===== src/rtl/dgf_pkg.sv =====
package dgf_pkg;
    localparam int TAG_W  = 8;
    localparam int SLOTS  = 4;
    localparam int WIN    = SLOTS + 1;
    localparam int TAKE_W = $clog2(WIN + 1);
    localparam int CR_CAP = 2;

    typedef struct packed {
        logic [TAG_W-1:0] tag;
        logic             spr;
        logic             crw;
        logic             mc;
        logic             ck;
        logic             br;
    } rec_t;

    localparam int REC_W = $bits(rec_t);
endpackage


===== src/rtl/dgf_fetch_buf.sv =====
module dgf_fetch_buf
    import dgf_pkg::*;
#(
    parameter int DEPTH = 32,
    parameter int BLK   = 8
) (
    input  logic                 clk,
    input  logic                 rst_n,
    input  logic                 flush,
    input  logic                 fill_valid,
    input  logic [BLK*REC_W-1:0] fill_data,
    output logic                 fill_ready,
    input  logic [TAKE_W-1:0]    pop_n,
    output rec_t                 win [WIN],
    output logic [TAKE_W-1:0]    avail
);
    localparam int PTR_W = $clog2(DEPTH);
    localparam int CNT_W = $clog2(DEPTH + 1);

    rec_t             mem [DEPTH];
    logic [PTR_W-1:0] rd_ptr;
    logic [PTR_W-1:0] wr_ptr;
    logic [CNT_W-1:0] cnt;
    logic             fill_acc;

    assign fill_ready = !flush && (cnt <= CNT_W'(DEPTH - BLK));
    assign fill_acc   = fill_valid && fill_ready;

    always_ff @(posedge clk or negedge rst_n) begin
        if (!rst_n) begin
            rd_ptr <= '0;
            wr_ptr <= '0;
            cnt    <= '0;
        end else if (flush) begin
            rd_ptr <= '0;
            wr_ptr <= '0;
            cnt    <= '0;
        end else begin
            rd_ptr <= rd_ptr + PTR_W'(pop_n);
            if (fill_acc) wr_ptr <= wr_ptr + PTR_W'(BLK);
            cnt <= cnt - CNT_W'(pop_n) + (fill_acc ? CNT_W'(BLK) : CNT_W'(0));
        end
    end

    always_ff @(posedge clk) begin
        if (fill_acc) begin
            for (int k = 0; k < BLK; k++)
                mem[wr_ptr + PTR_W'(k)] <= rec_t'(fill_data[k*REC_W +: REC_W]);
        end
    end

    always_comb begin
        for (int i = 0; i < WIN; i++)
            win[i] = mem[rd_ptr + PTR_W'(i)];
        avail = (cnt >= CNT_W'(WIN)) ? TAKE_W'(WIN) : TAKE_W'(cnt);
    end

    AST_POP_WITHIN_COUNT: assert property (@(posedge clk) disable iff (!rst_n)
        CNT_W'(pop_n) <= cnt);
endmodule


===== src/rtl/dgf_group_scan.sv =====
module dgf_group_scan
    import dgf_pkg::*;
(
    input  rec_t              win [WIN],
    input  logic [TAKE_W-1:0] avail,
    output rec_t              slot_rec [SLOTS],
    output logic [SLOTS-1:0]  slot_vld,
    output logic [SLOTS-1:0]  slot_tail,
    output logic              br_vld,
    output rec_t              br_rec,
    output logic [TAKE_W-1:0] take
);
    always_comb begin
        int   used;
        int   crs;
        int   need;
        logic stop;
        used      = 0;
        crs       = 0;
        need      = 1;
        stop      = 1'b0;
        take      = '0;
        br_vld    = 1'b0;
        br_rec    = '0;
        slot_vld  = '0;
        slot_tail = '0;
        for (int j = 0; j < SLOTS; j++) slot_rec[j] = '0;
        for (int i = 0; i < WIN; i++) begin
            if (!stop && i < int'(avail)) begin
                if (win[i].br) begin
                    br_vld = 1'b1;
                    br_rec = win[i];
                    take   = TAKE_W'(i + 1);
                    stop   = 1'b1;
                end else if (win[i].mc) begin
                    if (i == 0) begin
                        slot_rec[0] = win[i];
                        slot_vld[0] = 1'b1;
                        take        = TAKE_W'(1);
                    end
                    stop = 1'b1;
                end else begin
                    need = win[i].ck ? 2 : 1;
                    if (used + need > SLOTS || (win[i].crw && crs >= CR_CAP)) begin
                        stop = 1'b1;
                    end else begin
                        for (int j = 0; j < SLOTS; j++) begin
                            if (j == used) begin
                                slot_rec[j] = win[i];
                                slot_vld[j] = 1'b1;
                            end
                            if (need == 2 && j == used + 1) begin
                                slot_rec[j]  = win[i];
                                slot_vld[j]  = 1'b1;
                                slot_tail[j] = 1'b1;
                            end
                        end
                        used = used + need;
                        if (win[i].crw) crs = crs + 1;
                        take = TAKE_W'(i + 1);
                        if (win[i].spr) stop = 1'b1;
                    end
                end
            end
        end
    end
endmodule


===== src/rtl/dispatch_grouper.sv =====
module dispatch_grouper
    import dgf_pkg::*;
#(
    parameter int DEPTH = 32,
    parameter int BLK   = 8
) (
    input  logic                   clk,
    input  logic                   rst_n,
    input  logic                   flush,
    input  logic                   fill_valid,
    input  logic [BLK*REC_W-1:0]   fill_data,
    output logic                   fill_ready,
    input  logic                   grp_ready,
    output logic                   grp_valid,
    output logic [SLOTS-1:0]       grp_slot_valid,
    output logic [SLOTS-1:0]       grp_slot_tail,
    output logic [SLOTS*REC_W-1:0] grp_slot_data,
    output logic                   grp_br_valid,
    output logic [REC_W-1:0]       grp_br_data
);
    typedef enum logic {ST_IDLE, ST_OFFER} st_t;

    st_t               state;
    st_t               state_nx;
    rec_t              win [WIN];
    logic [TAKE_W-1:0] avail;
    logic [TAKE_W-1:0] take;
    logic [TAKE_W-1:0] pop_n;
    rec_t              s_rec [SLOTS];
    logic [SLOTS-1:0]  s_vld;
    logic [SLOTS-1:0]  s_tail;
    logic              s_bv;
    rec_t              s_br;
    logic              formed;
    logic              load;

    rec_t              g_slot [SLOTS];
    logic [SLOTS-1:0]  g_vld;
    logic [SLOTS-1:0]  g_tail;
    logic              g_bv;
    rec_t              g_br;

    dgf_fetch_buf #(.DEPTH(DEPTH), .BLK(BLK)) u_buf (
        .clk        (clk),
        .rst_n      (rst_n),
        .flush      (flush),
        .fill_valid (fill_valid),
        .fill_data  (fill_data),
        .fill_ready (fill_ready),
        .pop_n      (pop_n),
        .win        (win),
        .avail      (avail)
    );

    dgf_group_scan u_scan (
        .win       (win),
        .avail     (avail),
        .slot_rec  (s_rec),
        .slot_vld  (s_vld),
        .slot_tail (s_tail),
        .br_vld    (s_bv),
        .br_rec    (s_br),
        .take      (take)
    );

    assign formed = (take != '0);
    assign load   = !flush && formed && (state == ST_IDLE || grp_ready);
    assign pop_n  = load ? take : '0;

    // state register
    always_ff @(posedge clk or negedge rst_n) begin
        if (!rst_n) state <= ST_IDLE;
        else        state <= state_nx;
    end

    // transitions T_FORM, T_NEXT, T_DRAIN, T_STALL, T_FLUSH
    always_comb begin
        state_nx = state;
        if (flush) begin
            state_nx = ST_IDLE;
        end else begin
            unique case (state)
                ST_IDLE:  if (formed) state_nx = ST_OFFER;
                ST_OFFER: if (grp_ready) state_nx = formed ? ST_OFFER : ST_IDLE;
                default:  state_nx = ST_IDLE;
            endcase
        end
    end

    // output group register
    always_ff @(posedge clk or negedge rst_n) begin
        if (!rst_n) begin
            for (int j = 0; j < SLOTS; j++) g_slot[j] <= '0;
            g_vld  <= '0;
            g_tail <= '0;
            g_bv   <= 1'b0;
            g_br   <= '0;
        end else if (load) begin
            g_slot <= s_rec;
            g_vld  <= s_vld;
            g_tail <= s_tail;
            g_bv   <= s_bv;
            g_br   <= s_br;
        end
    end

    assign grp_valid      = (state == ST_OFFER);
    assign grp_slot_valid = g_vld;
    assign grp_slot_tail  = g_tail;
    assign grp_br_valid   = g_bv;
    assign grp_br_data    = g_br;

    for (genvar j = 0; j < SLOTS; j++) begin : g_pack
        assign grp_slot_data[j*REC_W +: REC_W] = g_slot[j];
    end

    logic [2:0] cr_seen;
    always_comb begin
        cr_seen = '0;
        for (int j = 0; j < SLOTS; j++)
            if (g_vld[j] && !g_tail[j] && g_slot[j].crw) cr_seen = cr_seen + 3'd1;
    end

    AST_SLOTS_PACKED: assert property (@(posedge clk) disable iff (!rst_n)
        grp_valid |-> (grp_slot_valid inside {4'b0000, 4'b0001, 4'b0011, 4'b0111, 4'b1111})
                      && (grp_slot_valid != '0 || grp_br_valid));
    AST_MCODE_ALONE: assert property (@(posedge clk) disable iff (!rst_n)
        (grp_valid && g_slot[0].mc && g_vld[0]) |-> (grp_slot_valid == 4'b0001 && !grp_br_valid));
    AST_CR_CAP: assert property (@(posedge clk) disable iff (!rst_n)
        grp_valid |-> (cr_seen <= 3'(CR_CAP)));
    AST_HOLD_STABLE: assert property (@(posedge clk) disable iff (!rst_n)
        (grp_valid && !grp_ready && !flush) |=> (grp_valid && $stable(grp_slot_data)
            && $stable(grp_slot_valid) && $stable(grp_br_valid) && $stable(grp_br_data)));
    AST_FLUSH_EMPTY: assert property (@(posedge clk) disable iff (!rst_n)
        flush |=> !grp_valid);

    for (genvar j = 1; j < SLOTS; j++) begin : g_tail_chk
        AST_TAIL_FOLLOWS: assert property (@(posedge clk) disable iff (!rst_n)
            (grp_valid && grp_slot_tail[j]) |->
                (grp_slot_valid[j] && grp_slot_valid[j-1] && !grp_slot_tail[j-1] && g_slot[j-1].ck));
    end
endmodule


===== config.mk =====
export PLATFORM = sky130hd
export DESIGN_NAME = dispatch_grouper
export DESIGN_NICKNAME = d
export VERILOG_FILES = /design/src/rtl/dgf_pkg.sv /design/src/rtl/dgf_fetch_buf.sv /design/src/rtl/dgf_group_scan.sv /design/src/rtl/dispatch_grouper.sv
export SDC_FILE = /design/constraint.sdc
export NUM_CORES = 1
export LEC_CHECK = 0
export BUFFER_PORTS_ARGS = -buffer_cell sky130_fd_sc_hd__buf_4
export CORE_MARGIN = 1
export CORE_UTILIZATION = 50
export DETAILED_ROUTE_END_ITERATION = 10
export HOLD_SLACK_MARGIN = 0.12
export MAX_ROUTING_LAYER = met4
export PLACE_DENSITY = 0.68
export SYNTH_ARGS = -nofsm -noshare
export SYNTH_HDL_FRONTEND = slang
export SYNTH_SLANG_ARGS = --single-unit
export TNS_END_PERCENT = 1

===== constraint.sdc =====
create_clock -name clk -period 24.7 [get_ports clk]
set_input_delay 4.94 -clock clk [delete_from_list [all_inputs] [get_ports clk]]
set_output_delay 4.94 -clock clk [all_outputs]
set_load 0.01 [all_outputs]

After elaboration in Yosys (flattened, before gate mapping)
Memories as Yosys holds them, arrays and structs flattened.
Index checks and enable logic that the tools add are counted.
{ "totals": {"ramBits": 416, "n_memories": 1, "reg_bits": 91} }
{ "memory_table": {"columns": ["name", "depth", "word_bits", "rd", "rd_ports_with_merged_regs", "wr", "line", "rtl"], "rows": [
  ["u_buf.mem", 32, 13, 5, 0, 8, "dgf_fetch_buf.sv:20", "rec_t mem [DEPTH];"]
]} }
{ "op_classes": {"n_bitwise": 1, "magnitude_cmp": 16, "n_mux": 261, "n_eq_ne": 29, "reduce_logical": 48, "addsub": 26} }
{ "ops": {"columns": ["op", "n"], "rows": [
  ["$mux W32", 35],
  ["$mux W52", 16],
  ["$mux W13", 45],
  ["$eq A3 B32 Y1 const A", 16],
  ["$eq A2 B32 Y1 const A", 8],
  ["$logic_not A32 Y1", 8],
  ["$add A32 B2 Y32 const B", 7],
  ["$eq A32 B3 Y1 const B", 5],
  ["$gt A32 B4 Y1 const B", 5],
  ["$mux W26", 6],
  ["$mux W4", 33],
  ["$add A32 B32 Y32", 4],
  ["$ge A32 B3 Y1 const B", 4],
  ["$mux W1", 92],
  ["$mux W3", 21],
  ["$logic_and A1 B1 Y1", 28],
  ["$add A5 B3 Y5 const B", 5],
  ["$add A5 B2 Y5 const B", 4],
  ["$mux W2", 8],
  ["$mux W5", 3],
  ["$add A5 B1 Y5 const B", 2],
  ["$add A6 B6 Y6", 1],
  ["$ge A6 B3 Y1 const B", 1],
  ["$le A6 B5 Y1 const B", 1],
  ["other kinds (13)", 23]
]} }

Depth between registers and ports, before layout
Gate-level depths: netlist (run 1).
An unclocked memory read counts as a cell.
{ "logic_depth": {"word_depth": 42, "depth_mapped": 63, "depth_no_buf": 52} }

Cells and area by module
A second synthesis (run 1) with hierarchy kept.
{ "hier_totals": {"cells_unflattened": 2960, "area_unflattened_um2": 38166.6} }
{ "by_module_without_submodules": {"columns": ["module", "instances", "area_each_um2", "cells_per_inst"], "rows": [
  ["dgf_fetch_buf", 1, 31515.2, 2225],
  ["dgf_group_scan", 1, 3553.4, 569],
  ["dispatch_grouper", 1, 3098.0, 166]
]} }

Worst setup path before layout (run 1)
OpenSTA, ideal clock, no wires.
{ "synth_path": {"path_kind": "register -> register", "start": "register u_buf.rd_ptr[0]", "end": "register u_buf.cnt[5]", "stages_incl_launch_ff": 54, "setup_slack_ps": 12539, "t_arrival_ps": 12029, "path_buffers": 10, "path_cell_list": "dfrtp_1 -> buf_2 -> buf_6 -> buf_6 -> inv_1 -> buf_2 -> buf_1 -> clkbuf_1 -> ha_1 -> buf_2 -> clkbuf_1 -> mux2i_1 -> nand3_1 -> nand4_1 -> a221oi_1 -> nor2_1 -> ha_1 -> ha_1 -> [... 18 more ...] -> mux2i_1 -> inv_1 -> fa_1 -> or3_1 -> a221o_1 -> nand3b_1 -> a21oi_1 -> o21a_1 -> ha_1 -> inv_1 -> ha_1 -> inv_1 -> fa_1 -> inv_1 -> a21o_1 -> a21oi_1 -> xnor2_1 -> nor2_1"} }
{ "synth_via": {"elab_chain_len": 42, "word_cells_on_any_way": 125, "cone_classes": "13 x add/sub; 9 x order compare; 83 x mux; 19 x reduce/logical; 1 x memory"} }
{ "synth_rtl": {"columns": ["element", "line", "rtl"], "rows": [
  ["start: declaration", "dgf_fetch_buf.sv:21", "logic [PTR_W-1:0] rd_ptr;"],
  ["start signal: assignment", "dgf_fetch_buf.sv:39", "rd_ptr <= rd_ptr + PTR_W'(pop_n);"],
  ["$mem_v2 Z32 W13 (*)", null, null],
  ["$mux W2", "dgf_group_scan.sv:43", "need = win[i].ck ? 2 : 1;"],
  ["$gt A32 B4 Y1", "dgf_group_scan.sv:44", "if (used + need > SLOTS || (win[i].crw && crs >= CR_CAP)) begin"],
  ["$mux W32", "dgf_group_scan.sv:44", null],
  ["$mux W32", "dgf_group_scan.sv:35", "end else if (win[i].mc) begin"],
  ["$mux W32", "dgf_group_scan.sv:30", "if (win[i].br) begin"],
  ["$mux W32", "dgf_group_scan.sv:29", "if (!stop && i < int'(avail)) begin"],
  ["$add A32 B32 Y32 or $ge A32 B3 Y1 (tied branches)", "dgf_group_scan.sv:44, dgf_group_scan.sv:58", null],
  ["[... 25 more ...]", null, null],
  ["$mux W3", "dgf_group_scan.sv:30", null],
  ["$mux W3 (*)", "dgf_group_scan.sv:29", null],
  ["$reduce_bool A3 Y1", "dispatch_grouper.sv:66", "assign formed = (take != '0);"],
  ["$logic_and A1 B1 Y1 (2 in series)", "dispatch_grouper.sv:67", "assign load = !flush && formed && (state == ST_IDLE || grp_ready);"],
  ["$mux W3 (*)", "dispatch_grouper.sv:68", "assign pop_n = load ? take : '0;"],
  ["$sub A6 B3 Y6 (*)", "dgf_fetch_buf.sv:41", "cnt <= cnt - CNT_W'(pop_n) + (fill_acc ? CNT_W'(BLK) : CNT_W'(0));"],
  ["$add A6 B6 Y6 (*)", "dgf_fetch_buf.sv:41", null],
  ["$mux W6 (*)", "dgf_fetch_buf.sv:34", "end else if (flush) begin"],
  ["end signal: assignment", "dgf_fetch_buf.sv:41", null],
  ["end: declaration", "dgf_fetch_buf.sv:23", "logic [CNT_W-1:0] cnt;"]
]} }
Every way passes the cells marked *; elsewhere a longest branch is shown, timed or not.
A chain may end at the register's enable or synchronous reset.

Worst setup path after layout (run 1)
{ "layout_path": {"start": "register u_buf.rd_ptr[1]", "end": "register u_buf.cnt[5]"} }
Same word-level chain as after synthesis.

==> results of run 1 <==
[state kept, by name, indices dropped and copies added, names as in the netlist]
signal and count:
u_buf.wr_ptr 2, grp_slot_tail 4, u_buf.cnt 6, grp_slot_valid 4
u_buf.mem 416, grp_valid 1, grp_br_data 12, grp_slot_data 45
grp_br_valid 1, u_buf.rd_ptr 5
[power breakdown]
| group | leakage, µW | total, µW | internal, µW | switching, µW |
|---|---|---|---|---|
| registers | 0.00481 | 1110 | 1020 | 95.3 |
| clock network | 0.000907 | 856 | 484 | 372 |
| logic | 0.00898 | 2620 | 1190 | 1430 |
| total | 0.0147 | 4590 | 2690 | 1900 |
[through the flow]
| step | worst slack (ps) | hold WS [ps] | total power (µW) | util, % |
|---|---|---|---|---|
| final | 10550 | 474.9 | 4589 | 55.70 |
| after global routing | 9555 | 497.1 | 4780 | 55.70 |
| after CTS | 10640 | 481.5 | 4548 | 55.70 |
| after detailed placement | 10720 | 467.5 | 3698 | 53.18 |
| after global placement | 11010 | 461.9 | 3642 | 53.18 |
| after floorplan | 12540 | 491.0 | 2991 | - |
[cell families (layout without fill, tap and decap cells)]
group / after synthesis / in the layout / synth area share, %
adders and majority gates: 41 / 41 / 1.460
AOI/OAI and AO/OA: 320 / 320 / 5.728
other: 1 / 7 / 0.009946
and+or+nand+nor: 1224 / 1224 / 13.72
muxes: 715 / 715 / 36.16
xor gates and xnor gates: 21 / 21 / 0.5078
buffers and inverters: 333 / 405 / 3.972
DFF: 496 / 496 / 38.44
[worst max-delay path: cells and delay by family (launching register included)]
family	cells	cell delay [ps]
buffers and inverters	8	1500
flip-flops	1	1090
multiplexers	4	1650
adder cells (fa/ha/maj)	8	2850
AO/OA/AOI/OAI	9	2890
XOR/XNOR	1	140
AND/OR/NAND/NOR	15	3670
[how the worst min path moves through the flow]
| stage | slack (ps) | endpoint | depth (start not counted) | startpoint |
|---|---|---|---|---|
| 6_report | 470 | grp_slot_valid[0] | 2 | grp_slot_valid[0] |
| 5_1_grt | 500 | grp_br_data[4] | 2 | grp_br_data[4] |
| 4_1_cts | 480 | grp_slot_valid[0] | 2 | grp_slot_valid[0] |
| 3_5_place_dp | 470 | grp_slot_valid[0] | 2 | grp_slot_valid[0] |
| 3_3_place_gp | 460 | grp_slot_valid[0] | 2 | grp_slot_valid[0] |
| 2_1_floorplan | 490 | u_buf.wr_ptr[3] | 1 | u_buf.wr_ptr[3] |
[cell usage after synthesis, types with 14 or more instances]
library cell / number
sky130_fd_sc_hd__inv_1: 57
sky130_fd_sc_hd__mux2i_1: 151
sky130_fd_sc_hd__nand3_1: 34
sky130_fd_sc_hd__buf_1: 16
sky130_fd_sc_hd__and2_1: 38
sky130_fd_sc_hd__nor2b_1: 24
sky130_fd_sc_hd__o21ai_0: 61
sky130_fd_sc_hd__mux2_2: 51
sky130_fd_sc_hd__o21ai_1: 16
sky130_fd_sc_hd__ha_1: 36
sky130_fd_sc_hd__xnor2_1: 14
sky130_fd_sc_hd__buf_4: 17
sky130_fd_sc_hd__nor2_1: 85
sky130_fd_sc_hd__a21oi_1: 70
sky130_fd_sc_hd__nor3_1: 33
sky130_fd_sc_hd__dfrtp_1: 80
sky130_fd_sc_hd__mux4_2: 511
sky130_fd_sc_hd__o22ai_1: 16
sky130_fd_sc_hd__clkbuf_1: 167
sky130_fd_sc_hd__buf_2: 57
sky130_fd_sc_hd__nand4_1: 15
sky130_fd_sc_hd__edfxtp_1: 416
sky130_fd_sc_hd__nand2_1: 912
sky130_fd_sc_hd__buf_6: 15
sky130_fd_sc_hd__a31oi_1: 15
sky130_fd_sc_hd__or3_1: 19
sky130_fd_sc_hd__o31ai_1: 15
[layout by cell type, fill, tap and decap left out, types with 31 or more instances in the layout]
cell / count
sky130_fd_sc_hd__mux4_2: 511
sky130_fd_sc_hd__clkbuf_16: 56
sky130_fd_sc_hd__nand3_1: 34
sky130_fd_sc_hd__nand2_1: 911
sky130_fd_sc_hd__mux2i_1: 150
sky130_fd_sc_hd__and2_1: 38
sky130_fd_sc_hd__edfxtp_1: 416
sky130_fd_sc_hd__o21ai_0: 61
sky130_fd_sc_hd__nor3_1: 31
sky130_fd_sc_hd__mux2_2: 51
sky130_fd_sc_hd__dfrtp_1: 76
sky130_fd_sc_hd__nor2_1: 84
sky130_fd_sc_hd__buf_4: 236
sky130_fd_sc_hd__a21oi_1: 70
sky130_fd_sc_hd__inv_1: 51
sky130_fd_sc_hd__ha_1: 35
[cell type report]
| type | count | area (µm²) | share of cell area, % |
|---|---|---|---|
| clock buffers | 64 | 1431 | 3.446 |
| clock inverters | 41 | 450.4 | 1.084 |
| inverters | 61 | 236.5 | 0.5693 |
| multi-input cells | 2328 | 21870 | 52.65 |
| flip-flops and latches | 496 | 14510 | 34.92 |
| well taps | 969 | 1212 | 2.919 |
| repair buffers | 239 | 1832 | 4.410 |
[metal layers]
| layer | wire length, µm | GRT usage [%] | up-vias |
|---|---|---|---|
| met3 | 16640 | 8.994 | 399 |
| met2 | 58020 | 51.29 | 2347 |
| met5 | 0 | - | - |
| met4 | 6644 | 15.17 | 0 |
| met1 | 46770 | 44.59 | 14790 |
| li1 | - | - | 12220 |
==> out/qor.tcl, run 1 <==
set qor(synth.top_cell.area_share_pct) 33.13
set qor(synth_cell_types) 95
set qor(drc) 0
set qor(detail_route.first_pass.iterations) 8
set qor(placementRows) 100
set qor(clock_latency_ps) 680
set qor(clock.fmax_mhz) 70.65
set qor(dpl_cell_area_um2) 39660
set qor(critical_path.endpoint_type) {register}
set qor(syn2layout_area_growth_pct) 10.18
set qor(detailedPlacementHpwl_um) 88720
set qor(io_buffers) 177
set qor(r2r_cells) 45
set qor(max-slew-margin-rel_pct) 14.69
set qor(fp.dieW_um) 276.6
set qor(hold_path.class) {register to register}
set qor(route.vias.total) 29750
set qor(netlist_area_um2) 37700
set qor(cap_viol_max_count) 0
set qor(fin_crit_sh_pct) 57.31
set qor(grt_usage_pct) 34.43
set qor(nets) 3332
set qor(crit_path_from) {u_buf.rd_ptr[1]}
set qor(ys_ff_latch) 496
set qor(reg2reg_from) {u_buf.rd_ptr[1]}
set qor(detail_route.wl_per_cell_um) 30.51
set qor(cts.htree.levels) 2
set qor(post_synth_main_area_contributors) {sky130_fd_sc_hd__edfxtp_1 33%, sky130_fd_sc_hd__mux4_2 31%, sky130_fd_sc_hd__nand2_1 9.1%}
set qor(crit-reg2reg-capture) {u_buf.cnt[5]}
set qor(route.antenna.remaining_nets) 0
set qor(place.gp.congestion) 0.9875
set qor(final_max_slew_viols) 0
set qor(die_y_um) 276.6
set qor(critical-path-top-cell-by-count) {sky130_fd_sc_hd__inv_1}
set qor(overflow) 0
set qor(time_the_worst_path_needs_with_i_o_delays_and_setup_ps) 14150
set qor(synth_enable_flop_cells) 416
set qor(ys_async_sr_fraction_pct) 16.13
set qor(setup_viol) 0
set qor(crit_path_top_delay_cell) {sky130_fd_sc_hd__dfrtp_4}
set qor(dieArea_um2) 76510
set qor(cp_required_ps) 25210
set qor(irDropWorstVdd_v) 0.00008691
set qor(cts_sinks) 496
set qor(initial_antenna_violation_count) 0
set qor(layout.cells.non_filler) 4198
set qor(maximum_number_of_pins_on_one_net_before_global_route_repair) 141
set qor(tritoncts) {yes}
set qor(critical_path.max_fanout) 137
set qor(viasPerCell) 7.087
set qor(yosys_warnings) 0
set qor(first_global_vias) 28940
set qor(post_cts_buffers) 0
set qor(first_pass_grt_wire_length_um) 190400
set qor(floorplan.initialDensity_pct) 50.56
set qor(drt_first_iter_violations) 4213
set qor(synth_seq_area_share_pct) 38.44
set qor(final_layout_size_suffix_gt1_share_pct) 29.08
set qor(netlist_instances) 3151
set qor(yosys.area.top_type) {sky130_fd_sc_hd__edfxtp_1}
set qor(hold_viol) 0
set qor(setup_tns_ps) 0
set qor(cts_repair_resize_count) 0
set qor(path_class) {register to register}
set qor(cp-start-kind) {register}
set qor(timing.critical_path.arrival_ps) 14660
set qor(finalInstanceArea_um2) 41540
set qor(run_status) {completed}
set qor(postRouteWirelength_um) 128100
set qor(placedCellCount) 4093
set qor(cts-root-to-sink-buffers) 3
set qor(unrepaired_setup_endpoints_after_global_routing) {no}
set qor(ios) 185
set qor(crit_path_end) {u_buf.cnt[5]}
set qor(core_um2) 74570
set qor(ys_dominant_reg_cell) {sky130_fd_sc_hd__edfxtp_1}
set qor(ff2ff_setup_slack_ps) 10550
set qor(max_slew.worst_pin.slew_ps) 1277
set qor(syn_area_per_cell_um2) 11.97
set qor(cts.clk_slew.worst_paths_ps) 60
set qor(clk_root_buffer_cell) {sky130_fd_sc_hd__clkbuf_16}
set qor(p_leak_uw) 0.01470
set qor(antenna_cells) 0
set qor(cts_inserted_buffers) 56
set qor(crit_path_max_incr_delay_ps) 1090
set qor(post_cts_hold_buffers) 0
set qor(fillCellCount) 6100
set qor(power_density_nw_per_um2) 110.5
set qor(fin_worst_skew_ps) 58.41
Power figures use the tool's default switching activity.
==> run 2, diff against run 1 <==
Clock period 24.7 ns to 13.78 ns, I/O delays scaled along.
==> run 2 against run 1 <==
  * Critical path depth is 3 lower
  * Flip-flop and latch count unchanged
  * Core utilization down 0.25 points
  * Register-to-register slack worse by 9600 ps
  * Count of clock-buffer cells in the layout up 3
  * Final area shrank 0.44%
  * Worst setup slack got worse by 9600 ps
  * Largest power group unchanged
  * Highest routed layer unchanged
==> out/qor.tcl, run 2 (same netlist as run 1, synthesis figures left out) <==
set qor(initial_antenna_violation_count) 1 ;# +1
set qor(critical-path-top-cell-by-count) {sky130_fd_sc_hd__inv_1}
set qor(time_the_worst_path_needs_with_i_o_delays_and_setup_ps) 12850 ;# -1301 ps
set qor(hold_path.class) {register to register}
set qor(layout.cells.non_filler) 4204 ;# +0.14%
set qor(post_cts_hold_buffers) 0 ;# unchanged
set qor(setup_tns_ps) 0 ;# unchanged
set qor(fin_crit_sh_pct) 93.27 ;# +36 points
set qor(whs_ps) 479.4 ;# +4.535 ps
set qor(first_pass_grt_wire_length_um) 186700 ;# -2.0%
set qor(fin_worst_skew_ps) 54.01 ;# -4.400 ps
set qor(cts-root-to-sink-buffers) 3 ;# unchanged
set qor(crit_path_max_incr_delay_ps) 890 ;# -200 ps
set qor(postRouteWirelength_um) 126100 ;# -1.6%
set qor(seqPwrFrac_pct) 24.7 ;# +0.4 points
set qor(clk_root_buffer_cell) {sky130_fd_sc_hd__clkbuf_16}
set qor(overflow) 0 ;# unchanged
set qor(detail_route.wl_per_cell_um) 29.99 ;# -1.7%
set qor(detail_route.first_pass.iterations) 6 ;# -2
set qor(flip_flop_count_of_the_largest_register_after_layout) 416 ;# unchanged
set qor(most-common-layout-cells) {911 x sky130_fd_sc_hd__nand2_1, 511 x sky130_fd_sc_hd__mux4_2, 416 x sky130_fd_sc_hd__edfxtp_1}
set qor(run_status) {completed}
set qor(power_density_nw_per_um2) 194.1 ;# +76%
set qor(clock.fmax_mhz) 77.80 ;# +10%
set qor(floorplan.initialDensity_pct) 50.56 ;# unchanged
set qor(placedCellCount) 4104 ;# +0.27%
set qor(whs_path_depth) 2 ;# unchanged
set qor(dieArea_um2) 76510 ;# unchanged
set qor(path_class) {register to register}
set qor(cap_viol_max_count) 0 ;# unchanged
set qor(die_y_um) 276.6 ;# unchanged
set qor(detailedPlacementHpwl_um) 89570 ;# +0.95%
set qor(setup_viol) 0 ;# unchanged
set qor(core_um2) 74570 ;# unchanged
set qor(cts_sinks) 496 ;# unchanged
set qor(netSwitchingPower_uw) 3336 ;# +75%
set qor(critical_path.max_fanout) 40 ;# -71%
set qor(critical_path.endpoint_type) {register}
set qor(timing.critical_path.arrival_ps) 13350 ;# -1310 ps
set qor(io_buffers) 177 ;# unchanged
set qor(max-slew-margin-rel_pct) 14.86 ;# +0.17 points
set qor(cts.htree.levels) 2 ;# unchanged
set qor(cp-start-kind) {register}
set qor(ios) 185 ;# unchanged
set qor(regMostFlops) {u_buf.mem}
set qor(maximum_number_of_pins_on_one_net_before_global_route_repair) 149 ;# +5.7%
set qor(cts.clk_slew.worst_paths_ps) 60 ;# about the same
set qor(clockPowerShare_pct) 17.3 ;# -1.3 points
set qor(unrepaired_setup_endpoints_after_global_routing) {no}
set qor(internal_power_uw) 4690 ;# +74%
set qor(first_global_vias) 28600 ;# -1.2%
set qor(combinational_share_of_power_pct) 58.1 ;# +1.0 points
set qor(crit_path_top_delay_cell) {sky130_fd_sc_hd__dfrtp_4}
set qor(cp_required_ps) 14270 ;# -10940 ps
set qor(nets) 3342 ;# +0.30%
set qor(syn2layout_area_growth_pct) 9.690
set qor(cts_inserted_buffers) 54 ;# -3.6%
set qor(power_switching_share_pct) 41.56 ;# +0.14 points
set qor(tritoncts) {yes}
set qor(place.gp.congestion) 1.014 ;# +2.7%
set qor(placementRows) 100 ;# unchanged
set qor(fp.dieW_um) 276.6 ;# unchanged
set qor(drc) 0 ;# unchanged
set qor(viasPerCell) 7.056 ;# -0.43%
set qor(final_max_slew_viols) 0 ;# unchanged
set qor(route.antenna.remaining_nets) 0 ;# unchanged
set qor(route.vias.total) 29660 ;# -0.29%
set qor(max_slew.worst_pin.slew_ps) 1242 ;# -35.39 ps
set qor(r2r_cells) 42 ;# -6.7%
set qor(final_layout_size_suffix_gt1_share_pct) 28.94 ;# -0.14 points
set qor(clock_latency_ps) 660 ;# -20 ps
set qor(grt_usage_pct) 33.75 ;# -0.68 points
set qor(hold_viol) 0 ;# unchanged
set qor(mostFrequentLayoutCell) {sky130_fd_sc_hd__nand2_1}
set qor(drt_first_iter_violations) 4477 ;# +6.3%
set qor(irDropWorstVdd_v) 0.0001708 ;# +97%
set qor(p_leak_uw) 0.01465 ;# -0.34%
-- run 2: path summary, 6_finish.rpt --
kind | from | endpoint | slack (ps)
worst max-delay path | u_buf.rd_ptr[2] | u_buf.cnt[5] | 930
worst min-delay path | grp_br_data[12] | grp_br_data[12] | 480
worst max register to register | u_buf.rd_ptr[2] | u_buf.cnt[5] | 930
worst min register to register | grp_br_data[12] | grp_br_data[12] | 480
max in group asynchronous | rst_n | grp_slot_data[34] | 10680
min in group asynchronous | rst_n | u_buf.rd_ptr[3] | 2000
-- run 2: stage by stage --
step / instance area (µm²) / power, µW / setup WS, ps / util [%]
detailed placement: 39690 / 6573 / 896.0 / 53.23
finish: 41360 / 8026 / 926.7 / 55.46
floorplan: 37720 / 5362 / 1619 / -
CTS: 41330 / 7955 / 848.9 / 55.43
global route: 41360 / 8367 / 176.3 / 55.46
global placement: 39690 / 6478 / 1146 / 53.23
-- run 2: cell type report --
type                            instances  area (µm²)
Clock buffer                           67        1400
Timing Repair Buffer                  251        1909
Fill cell                            6107       33220
Multi-Input combinational cell       2328       21850
Sequential cell                       496       14510
Tap cell                              969        1212
Inverter                               61       236.5
Clock inverter                         31       240.2
Antenna cell                            1       2.502
-- run 2: per-layer routing --
layer  share of wire [%]  GRT usage (%)  up-vias
met5                   0              -        -
met4                 5.6          15.77        0
met3                  13          8.091      443
met2                  46          50.99     2365
met1                  36          43.19    14630
li1                    -              -    12230
-- run 2: timing repair --
action | CTS | global route
setup endpoints to repair | 0 | 1
setup buffers | 0 | 1
gates resized for setup | 0 | 0
-- run 2: worst max-delay path, delay by kind of cell (launching register included) --
| kind | cells | cell delay [ps] |
|---|---|---|
| AND/OR/NAND/NOR | 12 | 3940 |
| buffers and inverters | 8 | 1160 |
| flip-flops | 1 | 890 |
| AO/OA/AOI/OAI | 10 | 2410 |
| multiplexers | 3 | 1150 |
| XOR/XNOR | 1 | 130 |
| adder cells (fa/ha/maj) | 8 | 2950 |
-- run 2: power groups by stage --
stage | Sequential (µW) | Combinational [µW] | Clock (µW)
4_1_cts | 1980 | 4570 | 1400
6_report | 1980 | 4660 | 1390
5_1_grt | 2000 | 4920 | 1450
3_3_place_gp | 2000 | 4480 | 0
2_1_floorplan | 1960 | 3400 | 0
3_5_place_dp | 2010 | 4560 | 0
